## src/rtl/smb_blk_pkg.sv

```systemverilog
package smb_blk_pkg;
    localparam int DW = 8;
    localparam int AW = 3;

    localparam logic [AW-1:0] RA_ADDR = 3'd0;
    localparam logic [AW-1:0] RA_CMD  = 3'd1;
    localparam logic [AW-1:0] RA_CNT  = 3'd2;
    localparam logic [AW-1:0] RA_DAT  = 3'd3;
    localparam logic [AW-1:0] RA_STAT = 3'd4;
    localparam logic [AW-1:0] RA_CTRL = 3'd5;

    typedef enum logic [1:0] {
        OP_START = 2'd0,
        OP_SEND  = 2'd1,
        OP_RECV  = 2'd2,
        OP_STOP  = 2'd3
    } op_e;

    typedef enum logic [1:0] {
        S_IDLE, S_BUS, S_WAIT, S_FINAL
    } st_e;

    typedef enum logic [2:0] {
        PH_ADDR, PH_CMD, PH_CNT, PH_DATA, PH_RADDR, PH_RCNT, PH_RDATA, PH_STOP
    } ph_e;

    typedef struct packed {
        st_e          st;
        ph_e          ph;
        logic         busy;
        logic         rd;
        logic         bd;
        logic         intr;
        logic         derr;
        logic         cerr;
        logic         fresh;
        logic         err;
        logic         nack;
        logic         last;
        logic         i2c;
        logic         ieb;
        logic         ied;
        logic [DW-1:0] rem;
        logic [DW-1:0] addr;
        logic [DW-1:0] cmd;
        logic [DW-1:0] cnt;
        logic [DW-1:0] dat;
    } seq_t;
endpackage

```

## src/rtl/smb_blk_irq.sv

```systemverilog
module smb_blk_irq (
    input  logic bd,
    input  logic intr,
    input  logic derr,
    input  logic cerr,
    input  logic ieb,
    input  logic ied,
    output logic irq
);
    always_comb begin
        irq = (bd & ieb) | ((intr | derr | cerr) & ied);
    end
endmodule

```

## src/rtl/smb_blk_rmux.sv

```systemverilog
module smb_blk_rmux
    import smb_blk_pkg::*;
(
    input  logic [AW-1:0] sel,
    input  seq_t          r,
    output logic [DW-1:0] data
);
    always_comb begin
        data = '0;
        case (sel)
            RA_ADDR: data = r.addr;
            RA_CMD:  data = r.cmd;
            RA_CNT:  data = r.cnt;
            RA_DAT:  data = r.dat;
            RA_STAT: data = {r.busy, 3'b000, r.cerr, r.derr, r.intr, r.bd};
            RA_CTRL: data = {3'b000, r.ied, r.ieb, r.i2c, r.last, 1'b0};
            default: data = '0;
        endcase
    end
endmodule

```

## src/rtl/smb_blk_seq.sv

```systemverilog
module smb_blk_seq
    import smb_blk_pkg::*;
(
    input  logic          clk,
    input  logic          rst_n,
    input  logic          reg_wr,
    input  logic [AW-1:0] reg_addr,
    input  logic [DW-1:0] reg_wdata,
    output logic [DW-1:0] reg_rdata,
    output logic          eng_req,
    output logic [1:0]    eng_op,
    output logic [DW-1:0] eng_tx,
    output logic          eng_nack,
    input  logic          eng_done,
    input  logic          eng_ack,
    input  logic [DW-1:0] eng_rx,
    output logic          irq
);
    seq_t q, d;

    always_comb begin
        d = q;
        // register window
        if (reg_wr) begin
            case (reg_addr)
                RA_ADDR: if (!q.busy) d.addr = reg_wdata;
                RA_CMD:  if (!q.busy) d.cmd  = reg_wdata;
                RA_CNT:  if (!q.busy) d.cnt  = reg_wdata;
                RA_DAT: begin
                    d.dat   = reg_wdata;
                    d.fresh = 1'b1;
                end
                RA_STAT: begin
                    if (reg_wdata[0]) d.bd   = 1'b0;
                    if (reg_wdata[1]) d.intr = 1'b0;
                    if (reg_wdata[2]) d.derr = 1'b0;
                    if (reg_wdata[3]) d.cerr = 1'b0;
                end
                RA_CTRL: begin
                    d.last = reg_wdata[1];
                    d.i2c  = reg_wdata[2];
                    d.ieb  = reg_wdata[3];
                    d.ied  = reg_wdata[4];
                    if (reg_wdata[0] && !q.busy) begin
                        d.bd   = 1'b0;
                        d.intr = 1'b0;
                        d.derr = 1'b0;
                        d.cerr = 1'b0;
                        if (q.cnt == '0) begin
                            d.cerr = 1'b1;
                        end else begin
                            d.busy = 1'b1;
                            d.st   = S_BUS;
                            d.ph   = PH_ADDR;
                            d.rem  = q.cnt;
                            d.err  = 1'b0;
                            d.nack = 1'b0;
                            d.rd   = q.addr[0];
                        end
                    end
                end
                default: ;
            endcase
        end
        // message sequencing
        case (q.st)
            S_BUS: if (eng_done) begin
                case (q.ph)
                    PH_ADDR, PH_CNT, PH_RADDR, PH_CMD, PH_DATA: begin
                        if (!eng_ack) begin
                            d.err = 1'b1;
                            d.ph  = PH_STOP;
                        end else begin
                            case (q.ph)
                                PH_ADDR:  d.ph = PH_CMD;
                                PH_RADDR: d.ph = PH_RCNT;
                                PH_CNT:   d.st = S_WAIT;
                                PH_CMD: begin
                                    if (q.rd)       d.ph = PH_RADDR;
                                    else if (q.i2c) d.st = S_WAIT;
                                    else            d.ph = PH_CNT;
                                end
                                default: begin
                                    d.bd    = 1'b1;
                                    d.fresh = 1'b0;
                                    d.rem   = q.rem - 1'b1;
                                    d.st    = (q.rem == 8'd1) ? S_FINAL : S_WAIT;
                                end
                            endcase
                        end
                    end
                    PH_RCNT: begin
                        d.cnt = eng_rx;
                        d.rem = eng_rx;
                        if (eng_rx == '0) begin
                            d.err = 1'b1;
                            d.ph  = PH_STOP;
                        end else begin
                            d.ph   = PH_RDATA;
                            d.nack = q.last;
                            if (q.last) d.last = 1'b0;
                        end
                    end
                    PH_RDATA: begin
                        d.dat  = eng_rx;
                        d.bd   = 1'b1;
                        d.rem  = q.rem - 1'b1;
                        d.st   = (q.rem == 8'd1 || q.nack) ? S_FINAL : S_WAIT;
                        d.nack = 1'b0;
                    end
                    default: begin
                        d.st   = S_IDLE;
                        d.busy = 1'b0;
                        if (q.err) d.derr = 1'b1;
                        else       d.intr = 1'b1;
                    end
                endcase
            end
            S_WAIT: begin
                if (q.rd) begin
                    if (!q.bd) begin
                        d.st   = S_BUS;
                        d.ph   = PH_RDATA;
                        d.nack = q.last;
                        if (q.last) d.last = 1'b0;
                    end
                end else if (!q.bd && q.fresh) begin
                    d.st = S_BUS;
                    d.ph = PH_DATA;
                end
            end
            S_FINAL: begin
                if (!q.bd) begin
                    d.st = S_BUS;
                    d.ph = PH_STOP;
                end
            end
            default: ;
        endcase
    end

    always_ff @(posedge clk or negedge rst_n) begin
        if (!rst_n) begin
            q    <= '0;
            q.st <= S_IDLE;
            q.ph <= PH_ADDR;
        end else begin
            q <= d;
        end
    end

    // engine drive
    always_comb begin
        eng_req  = (q.st == S_BUS);
        eng_nack = (q.st == S_BUS) && (q.ph == PH_RDATA) && q.nack;
        eng_op   = OP_SEND;
        eng_tx   = '0;
        case (q.ph)
            PH_ADDR:  begin eng_op = OP_START; eng_tx = {q.addr[DW-1:1], 1'b0}; end
            PH_RADDR: begin eng_op = OP_START; eng_tx = {q.addr[DW-1:1], 1'b1}; end
            PH_CMD:   eng_tx = q.cmd;
            PH_CNT:   eng_tx = q.cnt;
            PH_DATA:  eng_tx = q.dat;
            PH_RCNT, PH_RDATA: eng_op = OP_RECV;
            default:  eng_op = OP_STOP;
        endcase
    end

    smb_blk_rmux u_rmux (
        .sel  (reg_addr),
        .r    (q),
        .data (reg_rdata)
    );

    smb_blk_irq u_irq (
        .bd   (q.bd),
        .intr (q.intr),
        .derr (q.derr),
        .cerr (q.cerr),
        .ieb  (q.ieb),
        .ied  (q.ied),
        .irq  (irq)
    );
endmodule

```

## config.mk

```make
export PLATFORM = sky130hd
export DESIGN_NAME = smb_blk_seq
export DESIGN_NICKNAME = d
export VERILOG_FILES = /design/src/rtl/smb_blk_pkg.sv /design/src/rtl/smb_blk_irq.sv /design/src/rtl/smb_blk_rmux.sv /design/src/rtl/smb_blk_seq.sv
export SDC_FILE = /design/constraint.sdc
export NUM_CORES = 1
export LEC_CHECK = 0
export ABC_AREA = 1
export BUFFER_PORTS_ARGS = -buffer_cell sky130_fd_sc_hd__buf_2
export CAP_MARGIN = 25
export CORE_MARGIN = 5
export CORE_UTILIZATION = 59
export DETAILED_ROUTE_END_ITERATION = 7
export PLACE_DENSITY = 0.89
export SYNTH_ARGS = -nofsm -noshare
export SYNTH_HDL_FRONTEND = slang
export SYNTH_SLANG_ARGS = --single-unit
```

## constraint.sdc

```tcl
create_clock -name clk -period 1.9 [get_ports clk]
set_input_delay 0.19 -clock clk [delete_from_list [all_inputs] [get_ports clk]]
set_output_delay 0.19 -clock clk [all_outputs]
set_load 0.005 [all_outputs]
```

==> impl_metrics.csv <==
group,metric,value,unit
timing,rsz0062_at_grt,"no",
floorplanning,die-area,8145,sq um
pwr,seqPwrFrac,37.5,%
timing,slew_viol_final,0,
floorplanning,core_area,6314,sq um
layout,drive_gt1_share,19.53,%
cts,path_clk_slew,0.07,ns
synthesis,ys_async_sr_fraction,100.0,%
pwr,p_per_area,1398,nW/um^2
timing,min_period_over_period,96.16,%
floorplanning,io_pins,45,
pwr,netSwitchingPower,2767,uW
timing,setup-tns-final,0,ns
synthesis,syn_nets,559,
pwr,p_leak,0.002182,uW
drt,routedWlPerCell,18.37,um
synthesis,ys_seq_area_share,38.20,%
synthesis,yosysMostFrequentCell,"nand2_1",
layout,largest_registers,"q x58",
pwr,pwr-share-comb,44.4,%
global_route,grt_max_degree,36,
drt,detail-route-antenna-nets,0,
flow_run,maxCapViolations,0,
placement,pre_cts_ws,0.1007,ns
drt,dr.pass1.iters,6,
placement,dp_hpwl,8921,um
pwr,p_int,3428,uW
timing,max-slew-margin-rel,61.10,%
layout,final_nets,619,
layout,top_register,"q",
pwr,power_frac_clock,18.1,%
cts,max-clock-path-buffers,2,
cts,numCtsBuffers,9,
pwr,vdd_drop_max,0.9929,mV
setup_path,crit_type,"flop to primary output",
timing,finalClockSkew,0.01163,ns
global_route,grt.overflow.total,0,
placement,gp_congestion,1.002,
floorplanning,dieWidth,90.25,um
global_route,grt_pass1_vias,4052,
setup_path,slowest_stage,"dfrtp_2",
floorplanning,num_rows,29,
synthesis,synth_edf_count,0,
setup_path,cp_cell_sequence,"nand2_2 -> nor2_4 -> buf_6 -> nand2_1 -> o2111ai_1 -> buf_2",
layout,instances_no_fill,671,
setup_path,path_delay_family,"flip-flops",
drt,vias,4289,
setup_path,critical_path_arrival,1.64,ns
setup_path,r2r_start,"q[55]",
synthesis,yosysUniqueCellTypes,41,
setup_path,critPathBufInv,2,
synthesis,postSynthCellCount,529,
setup_path,startpoint_type,"flop",
setup_path,worst_setup_path_startpoint,"q[53]",
setup_path,end_kind,"primary output",
cts,cts-htree-levels,3,
timing,max_freq,547.3,MHz
global_route,antenna_found_initial,0,
setup_path,cp_max_fo,6,
layout,area_growth,16.63,%
drt,drt-vias-per-instance,6.392,
drt,drt_iter0_drc,541,
setup_path,slowest_delay,0.47,ns
synthesis,syn_area,3800,sq um
global_route,grt_pass1_wl,19820,um
cts,clkSinkCount,58,
cts,tritoncts,"built",
floorplanning,die_y,90.25,um
global_route,track_usage,29.95,%
floorplanning,initial_core_util,60.19,%
placement,dp.cells,649,
synthesis,avgSynthCellArea,7.183,sq um
placement,io_buffers,44,
cts,cts_root_buf,"clkbuf_8",
timing,hold_violations,0,
layout,n_antenna_cell,0,
drt,routed_wl,12330,um
synthesis,synth_area_leaders,"dfrtp_1 (38%), nand2_1 (12%), inv_1 (7.5%)",
timing,hold_ws,0.1507,ns
pwr,p_sw_share,44.66,%
synthesis,synth_seq_cells,58,
status,status,"completed",
timing,fin_crit,1.827,ns
synthesis,ys_top_cells_by_count,"nand2_1 (119), inv_1 (76), dfrtp_1 (58)",
cts,clock_latency,0.34,ns
synthesis,synth_top_area_share,38.20,%
worst_hold_path,hp-class,"primary input to flop",
drt,remaining_drc_errors,0,
synthesis,yosysTopAreaCell,"dfrtp_1",
setup_path,required,1.71,ns
synthesis,synth_warnings,0,
timing,final.setup.worst_slack,0.07298,ns
worst_hold_path,hp-start,"eng_rx[1]",
timing,setup_viol,0,
timing,tightest_slew,0.5835,ns
synthesis,synth_ff_type,"dfrtp_1",
layout,largest_reg_flops,58,
[worst register-to-register path: cells and delay by family, from the launching register on]
kind	cells	cell delay, ns
AO/OA/AOI/OAI	3	0.62
buffers and inverters	3	0.45
flip-flops	1	0.41
AND/OR/NAND/NOR	2	0.21
[repair_timing]
action / in CTS / in global routing
hold buffers: 1 / 0
resized for setup: 7 / 13
hold endpoints to repair: 23 / 0
setup buffers: 2 / 3
pin swaps: 0 / 1
setup endpoints to repair: 8 / 15
[cells by family (layout without fill, tap and decap cells)]
family / after synthesis / in the layout / share of synthesized area, %
AO/OA/AOI/OAI: 149 / 149 / 23.84
XOR/XNOR: 4 / 4 / 0.9219
adder cells (fa/ha/maj): 6 / 6 / 1.976
buffers and inverters: 100 / 165 / 10.60
flip-flops: 58 / 58 / 38.20
AND/OR/NAND/NOR: 212 / 212 / 24.47
[layout by cell type, fill, tap and decap left out, types with 2 or more instances in the layout]
cell type	n
a21oi_1	25
clkbuf_1	2
a22oi_1	9
buf_4	16
xor2_1	4
nand2_2	8
or2_2	3
a221oi_2	2
inv_1	73
nand2_1	114
nor3_4	2
o2111ai_1	7
o21ai_1	22
o221ai_1	4
o211ai_1	9
nand4_1	5
dfrtp_1	56
nand3_1	27
inv_2	12
nor2_4	3
clkinvlp_4	2
dfrtp_2	2
nor3_1	2
buf_2	44
nor2_1	41
o32ai_1	2
o41ai_1	2
o21ai_0	40
clkinv_2	2
o22ai_1	21
ha_1	6
clkbuf_8	9
[metrics by stage]
stage          instance area, sq um  util [%]  power (uW)
2_1_floorplan                  3800         -        3884
3_5_place_dp                   4146     65.68        4810
6_report                       4432     70.19        6195
5_1_grt                        4432     70.19        6606
4_1_cts                        4377     69.32        6016
3_3_place_gp                   4146     65.68        4748
[path summary, 6_finish.rpt]
check	end	slack, ns	depth (start not counted)
worst max-delay path	eng_tx[7]	0.07	6
worst min-delay path	q[33]	0.15	3
worst max register to register	q[36]	0.15	8
worst min register to register	q[40]	0.49	2
max in group asynchronous	q[55]	0.90	3
min in group asynchronous	q[37]	0.38	2
[final cells by class]
class / instances / area, sq um
Inverter: 86 / 322.8
Sequential cell: 58 / 1454
Clock buffer: 11 / 131.4
Timing Repair Buffer: 63 / 381.6
Clock inverter: 5 / 55.05
Multi-Input combinational cell: 371 / 1991
Fill cell: 534 / 1882
Tap cell: 77 / 96.34
[metal layers]
| layer | up-vias | global-route usage (%) | share of wire (%) |
|---|---|---|---|
| li1 | 1907 | - | - |
| met3 | 72 | 7.417 | 9.8 |
| met4 | 0 | 15.76 | 5.4 |
| met5 | - | 0 | 0 |
| met2 | 325 | 46.22 | 46 |
| met1 | 1985 | 38.77 | 39 |
[power groups by stage]
stage | sequential [uW] | combinational, uW | clock (uW)
floorplan | 2080 | 1800 | 0
global placement | 2280 | 2470 | 0
detailed placement | 2280 | 2520 | 0
CTS | 2270 | 2630 | 1120
global route | 2360 | 3050 | 1200
finish | 2320 | 2750 | 1120
No activity file was read; power rests on OpenSTA's default activity.
